$ cat src/rtl/usb_dma_stat_pkg.sv
package usb_dma_stat_pkg;

  typedef struct packed {
    logic loadCnt;
    logic decCnt;
    logic setEn;
    logic clrEn;
    logic setAct;
    logic clrAct;
    logic setEot;
    logic setEob;
    logic setDesc;
    logic clrFlags;
  } ctlStrobes_t;

endpackage

$ cat src/rtl/usb_dma_stat_ctl.sv
module usb_dma_stat_ctl
  import usb_dma_stat_pkg::*;
(
  input  logic        enReq,
  input  logic        start,
  input  logic        descLd,
  input  logic        usbDone,
  input  logic        closeEn,
  input  logic        byteStb,
  input  logic        readHit,
  input  logic        enBit,
  input  logic        cntIsZero,
  input  logic        cntIsOne,
  output ctlStrobes_t st
);

  logic doDec;
  logic bufEndEvt;
  logic xferEndEvt;

  always_comb begin
    doDec      = byteStb && enBit && !cntIsZero;
    bufEndEvt  = doDec && cntIsOne;
    xferEndEvt = usbDone && enBit && closeEn;

    st          = '0;
    st.loadCnt  = start && enReq;
    st.decCnt   = doDec;
    st.setEn    = start && enReq;
    st.clrEn    = !enReq || bufEndEvt || xferEndEvt;
    st.setAct   = start && enReq;
    st.clrAct   = !enReq || bufEndEvt || xferEndEvt || usbDone;
    st.setEot   = xferEndEvt;
    st.setEob   = bufEndEvt;
    st.setDesc  = descLd;
    st.clrFlags = readHit;
  end

endmodule

$ cat src/rtl/usb_dma_stat_dp.sv
module usb_dma_stat_dp
  import usb_dma_stat_pkg::*;
#(
  parameter int CNT_W = 16
) (
  input  logic             clk,
  input  logic             rstN,
  input  ctlStrobes_t      st,
  input  logic [CNT_W-1:0] loadVal,
  output logic             enBit,
  output logic             actBit,
  output logic             eotFlag,
  output logic             eobFlag,
  output logic             descFlag,
  output logic [CNT_W-1:0] cnt
);

  always_ff @(posedge clk) begin
    if (!rstN) begin
      enBit    <= 1'b0;
      actBit   <= 1'b0;
      eotFlag  <= 1'b0;
      eobFlag  <= 1'b0;
      descFlag <= 1'b0;
      cnt      <= '0;
    end else begin
      if (st.setEn)       enBit <= 1'b1;
      else if (st.clrEn)  enBit <= 1'b0;

      if (st.setAct)      actBit <= 1'b1;
      else if (st.clrAct) actBit <= 1'b0;

      if (st.setEot)        eotFlag <= 1'b1;
      else if (st.clrFlags) eotFlag <= 1'b0;

      if (st.setEob)        eobFlag <= 1'b1;
      else if (st.clrFlags) eobFlag <= 1'b0;

      if (st.setDesc)       descFlag <= 1'b1;
      else if (st.clrFlags) descFlag <= 1'b0;

      if (st.loadCnt)     cnt <= loadVal;
      else if (st.decCnt) cnt <= cnt - 1'b1;
    end
  end


  no_wrap_chk: assert property (@(posedge clk) disable iff (!rstN)
    (cnt == '0 && !st.loadCnt) |=> (cnt == '0));


  eob_close_chk: assert property (@(posedge clk) disable iff (!rstN)
    (st.decCnt && cnt == CNT_W'(1) && !st.setEn) |=> (eobFlag && !enBit && !actBit));


  flag_clear_chk: assert property (@(posedge clk) disable iff (!rstN)
    (st.clrFlags && !st.setDesc) |=> !descFlag);


  set_wins_chk: assert property (@(posedge clk) disable iff (!rstN)
    (st.clrFlags && st.setDesc) |=> descFlag);

endmodule

$ cat src/rtl/usb_dma_stat_tracker.sv
module usb_dma_stat_tracker
  import usb_dma_stat_pkg::*;
#(
  parameter int NUM_CH     = 6,
  parameter int CNT_W      = 16,
  parameter int ADDR_W     = 12,
  parameter int REG_BASE   = 'h31C,
  parameter int REG_STRIDE = 'h10
) (
  input  logic                    clk,
  input  logic                    rstN,
  input  logic [NUM_CH-1:0]       chEnReq,
  input  logic [NUM_CH-1:0]       chStart,
  input  logic [NUM_CH*CNT_W-1:0] chLoadCnt,
  input  logic [NUM_CH-1:0]       descLoaded,
  input  logic [NUM_CH-1:0]       usbXferDone,
  input  logic [NUM_CH-1:0]       bufCloseEn,
  input  logic [NUM_CH-1:0]       byteStrobe,
  input  logic                    regRead,
  input  logic [ADDR_W-1:0]       regAddr,
  output logic [CNT_W+15:0]       regData
);

  localparam int STAT_W = CNT_W + 16;

  logic [NUM_CH-1:0] addrHit;
  logic [STAT_W-1:0] chStat [NUM_CH];
  logic [NUM_CH-1:0] eotSeen;
  logic [NUM_CH-1:0] enSeen;

  for (genvar i = 0; i < NUM_CH; i++) begin : g_ch
    localparam int CH_OFFS = REG_BASE + i * REG_STRIDE;

    ctlStrobes_t       st;
    logic              enBit, actBit, eotFlag, eobFlag, descFlag;
    logic [CNT_W-1:0]  cnt;

    assign addrHit[i] = (regAddr == ADDR_W'(CH_OFFS));

    usb_dma_stat_ctl u_ctl (
      .enReq     (chEnReq[i]),
      .start     (chStart[i]),
      .descLd    (descLoaded[i]),
      .usbDone   (usbXferDone[i]),
      .closeEn   (bufCloseEn[i]),
      .byteStb   (byteStrobe[i]),
      .readHit   (regRead && addrHit[i]),
      .enBit     (enBit),
      .cntIsZero (cnt == '0),
      .cntIsOne  (cnt == CNT_W'(1)),
      .st        (st)
    );

    usb_dma_stat_dp #(.CNT_W(CNT_W)) u_dp (
      .clk      (clk),
      .rstN     (rstN),
      .st       (st),
      .loadVal  (chLoadCnt[i*CNT_W +: CNT_W]),
      .enBit    (enBit),
      .actBit   (actBit),
      .eotFlag  (eotFlag),
      .eobFlag  (eobFlag),
      .descFlag (descFlag),
      .cnt      (cnt)
    );

    assign chStat[i] = {cnt, 9'b0, descFlag, eobFlag, eotFlag, 2'b0, actBit, enBit};
    assign eotSeen[i] = eotFlag;
    assign enSeen[i]  = enBit;


    eot_gate_chk: assert property (@(posedge clk) disable iff (!rstN)
      $rose(eotSeen[i]) |-> $past(bufCloseEn[i]));


    drop_en_chk: assert property (@(posedge clk) disable iff (!rstN)
      !chEnReq[i] |=> !enSeen[i]);
  end

  always_comb begin
    regData = '0;
    for (int i = 0; i < NUM_CH; i++) begin
      if (addrHit[i]) regData = chStat[i];
    end
  end


  unmapped_zero_chk: assert property (@(posedge clk) disable iff (!rstN)
    (addrHit == '0) |-> (regData == '0));


  single_hit_chk: assert property (@(posedge clk) disable iff (!rstN)
    $onehot0(addrHit));

endmodule

$ cat config.mk
export PLATFORM = sky130hd
export DESIGN_NAME = usb_dma_stat_tracker
export DESIGN_NICKNAME = d
export VERILOG_FILES = /design/src/rtl/usb_dma_stat_pkg.sv /design/src/rtl/usb_dma_stat_ctl.sv /design/src/rtl/usb_dma_stat_dp.sv /design/src/rtl/usb_dma_stat_tracker.sv
export SDC_FILE = /design/constraint.sdc
export NUM_CORES = 1
export LEC_CHECK = 0
export CORE_UTILIZATION = 40
export CTS_CLUSTER_DIAMETER = 200
export CTS_CLUSTER_SIZE = 12
export DETAILED_ROUTE_END_ITERATION = 10
export PLACE_DENSITY = 0.76
export RECOVER_POWER = 25
export SYNTH_ARGS = -nofsm -noshare
export SYNTH_HDL_FRONTEND = slang
export SYNTH_SLANG_ARGS = --single-unit
export TNS_END_PERCENT = 50
$ cat constraint.sdc
create_clock -name clk -period 3.1 [get_ports clk]
set_input_delay 0.62 -clock clk [delete_from_list [all_inputs] [get_ports clk]]
set_output_delay 0.62 -clock clk [all_outputs]
set_load 0.02 [all_outputs]
==> impl_metrics.tcl <==
set metrics [dict create \
    status "completed" \
    hold_viol 0 \
    min_period_ps 3090 \
    pre_cts_ws_ps -570 \
    synth_top_family_by_area "compound AO/OA/AOI/OAI gates" \
    insertion_delay_ps 430 \
    worstPathMaxFanout 10 \
    synth-seq-area-share 0.308 \
    worst_setup_path_start_kind "primary input" \
    synth-compound-area-share 0.319 \
    setup_ws_ps 7.01 \
    critPathTopFamily "buffers and inverters" \
    required_ps 2480 \
    hold_path_end "g_ch[0].u_dp.descFlag" \
    vias 9585 \
    hold_path_class "reg2reg" \
    fin_tns_setup_ps 0 \
    worstHoldStart "g_ch[0].u_dp.descFlag" \
    place_hpwl_um 21500 \
    whs_path_depth 2 \
    drv_cap 0 \
    gp_congestion 0.964 \
    cts_buffers 17 \
    nets 1369 \
    async_flop_share 0 \
    core_area_um2 20200 \
    fill_cells 1840 \
    initial_utilization 0.407 \
    slowest_stage "clkdlybuf4s50_1" \
    arrival_ps 2470 \
    max_stage_delay_ps 470 \
    r2r_slack_ps 690 \
    synth-seq-cells 126 \
    fmax_ghz 0.323 \
    synth-edff-count 0 \
    slew_headroom 0.460 \
    antenna_found_initial 1 \
    crit_chain "clkdlybuf4s50_1 > nor2b_2 > and4_4 > clkbuf_16 > a22oi_1 > a22oi_2 > buf_2" \
    grt_pass1_wl_um 46000 \
    ios 179 \
    routed_wirelength_um 29700 \
    finalPower_w 0.00492 \
    vias_per_cell 6.44 \
    h-tree-depth 4 \
    period_share 0.998 \
    drcViolationCount 0 \
    cp.buffers_inverters 3 \
    postPlaceCellArea_um2 10200 \
    cts_root_buf "clkbuf_16" \
    cp-end-kind "output pin" \
    synth_cell_type_count 57 \
    synthMuxAreaShare 0.00686 \
    netlist_area_um2 8200 \
    grt_usage 0.276 \
    fin_skew_ps 7.11 \
    path_clk_slew_ps 50 \
    die_area_um2 21100 \
    rr_worst_depth 5 \
    yosys_warnings 0 \
    syn_area_per_cell_um2 7.83 \
    grt_pass1_vias 8575 \
    synth_xor_area_frac 0 \
    grt_max_degree 50 \
    synthSimpleGateAreaFrac 0.283 \
    irDropWorstVdd_v 0.000338 \
    io_buffers 167 \
    area_delta_synth_final_pct 34.5 \
    powerDensity_nw_per_um2 446 \
    cts_sinks 126 \
    overflow 0 \
    die_x_um 145 \
    synth_cells 1047 \
    synth_adder_area_share 0.0275 \
    ant_nets 0 \
    finalSetupViolCount 0 \
    final_layout_size_suffix_gt1_frac 0.120 \
    maxSlewViolCount 0 \
    p_leak_nw 3.83 \
    drt_iter0_drc 1065 \
    finalInstanceArea_um2 11000 \
    drt-pass1-iter-count 6 \
    r2r-end "g_ch[3].u_dp.cnt[13]" \
    clock_path_buffers 2 \
    cts.hold.buffers_added 0 \
    worstMarginPinSlew_ps 802 \
    cp.depth 7 \
    synth_top_flop_cell "dfxtp_1" \
    routedWlPerCell_um 19.9 \
    rows 52 \
    cts_tree "built" \
    critPathKind "in2out" \
    r2r-start "g_ch[3].u_dp.cnt[8]" \
    dieHeight_um 145 \
]
==> tightest hold or removal path, delay by kind of cell (launching register included) <==
family           cells  cell delay, ps
AND/OR/NAND/NOR      1              50
AO/OA/AOI/OAI        1              60
flip-flops           1             300
==> per-layer routing <==
layer | GRT usage | routed length, µm
met1 | 0.379 | 12500
met2 | 0.413 | 13100
met3 | 0.0588 | 2820
met4 | 0.122 | 1190
met5 | 0 | 0
==> area by class of cell <==
cell class | instances | area, µm² | area share
Clock inverter | 13 | 165 | 0.0150
Multi-Input combinational cell | 826 | 5390 | 0.489
Sequential cell | 126 | 2520 | 0.229
Antenna cell | 1 | 2.50 | 0.000227
Timing Repair Buffer | 210 | 2080 | 0.189
Tap cell | 270 | 338 | 0.0306
Clock buffer | 19 | 443 | 0.0401
Inverter | 23 | 86.3 | 0.00782
==> registers in the layout, indices dropped and copies added (netlist names) <==
register	cells
g_ch.u_dp.actBit	6
g_ch.u_dp.descFlag	6
g_ch.u_dp.cnt	96
g_ch.u_dp.enBit	6
g_ch.u_dp.eobFlag	6
g_ch.u_dp.eotFlag	6
==> cells by family after synthesis <==
kind of cell,after synthesis
compound gates,403
flops,126
other cells,1
fa+ha+maj,18
buf+inv,105
mux,5
simple gates,389
==> placed cells by master (no fill, tap or decap), types with 9 or more instances in the layout <==
cell type	n
nand2_1	67
inv_1	23
nor4_1	14
nor3_1	10
nor2b_1	10
a22o_1	21
o21a_1	12
clkdlybuf4s50_1	136
a21oi_1	19
a221oi_1	12
dfxtp_1	126
or4_1	70
clkbuf_16	20
nor2_1	55
buf_4	30
nand4_1	25
a31oi_1	80
o21ai_0	121
a21oi_2	10
ha_1	18
nand3_1	24
conb_1	11
a22oi_1	19
a21boi_0	10
o31ai_1	51
or3_1	29
nand2b_1	11
buf_2	12
buf_6	9
==> worst max-delay path by stage <==
stage	end	slack, ps	startpoint
floorplan	regData[19]	60	regAddr[1]
global placement	regData[29]	-470	regAddr[8]
detailed placement	regData[20]	-570	regAddr[2]
CTS	regData[24]	-50	regAddr[8]
global route	regData[29]	-20	regAddr[9]
finish	regData[29]	7	regAddr[6]
==> Yosys cell counts (6+ instances only) <==
cell	number	share of area
a22oi_1	24	0.022
or2_2	8	0.0061
nor2_1	55	0.025
nand3_1	24	0.015
a22o_1	21	0.022
nand4_1	25	0.019
buf_2	14	0.0085
clkbuf_1	50	0.023
or4_1	68	0.062
nand2b_1	11	0.0084
o2111ai_1	6	0.0064
and3_1	9	0.0069
and2_1	8	0.0061
a31oi_1	81	0.062
or4_4	6	0.0082
nor4_1	14	0.011
o21a_1	12	0.011
nand3b_1	7	0.0064
a21oi_1	29	0.018
dfxtp_1	126	0.31
and4_1	10	0.011
o21ai_0	121	0.074
ha_1	18	0.027
nand2_1	67	0.031
a21boi_0	10	0.0092
o211ai_1	6	0.0055
inv_1	23	0.011
o31ai_1	51	0.047
nor2b_1	11	0.0084
a221oi_1	15	0.016
buf_4	12	0.011
a311oi_1	7	0.0075
nor3_1	10	0.0061
or3_1	29	0.022
o22ai_1	7	0.0053
==> where the power goes <==
part	switching (W)	internal, W
Clock	0.000790	0.00129
Sequential	0.000188	0.00173
Combinational	0.000496	0.000431
==> metrics by stage <==
stage / cells / util / hold slack (ps)
2_1_floorplan: 1057 / - / 436
3_3_place_gp: 1450 / 0.508 / 446
3_5_place_dp: 1450 / 0.508 / 454
4_1_cts: 1484 / 0.540 / 461
5_1_grt: 1488 / 0.547 / 490
6_report: 1488 / 0.547 / 460
==> what timing repair did <==
action,4_1_cts,5_1_grt
endpoints found under the hold margin,0,0
endpoints found under the setup margin,21,21
gates cloned,1,3
gates resized for setup,120,23
buffers inserted,1,0
pin swaps,8,12
Note: power is estimated with default switching activity, not from simulation.
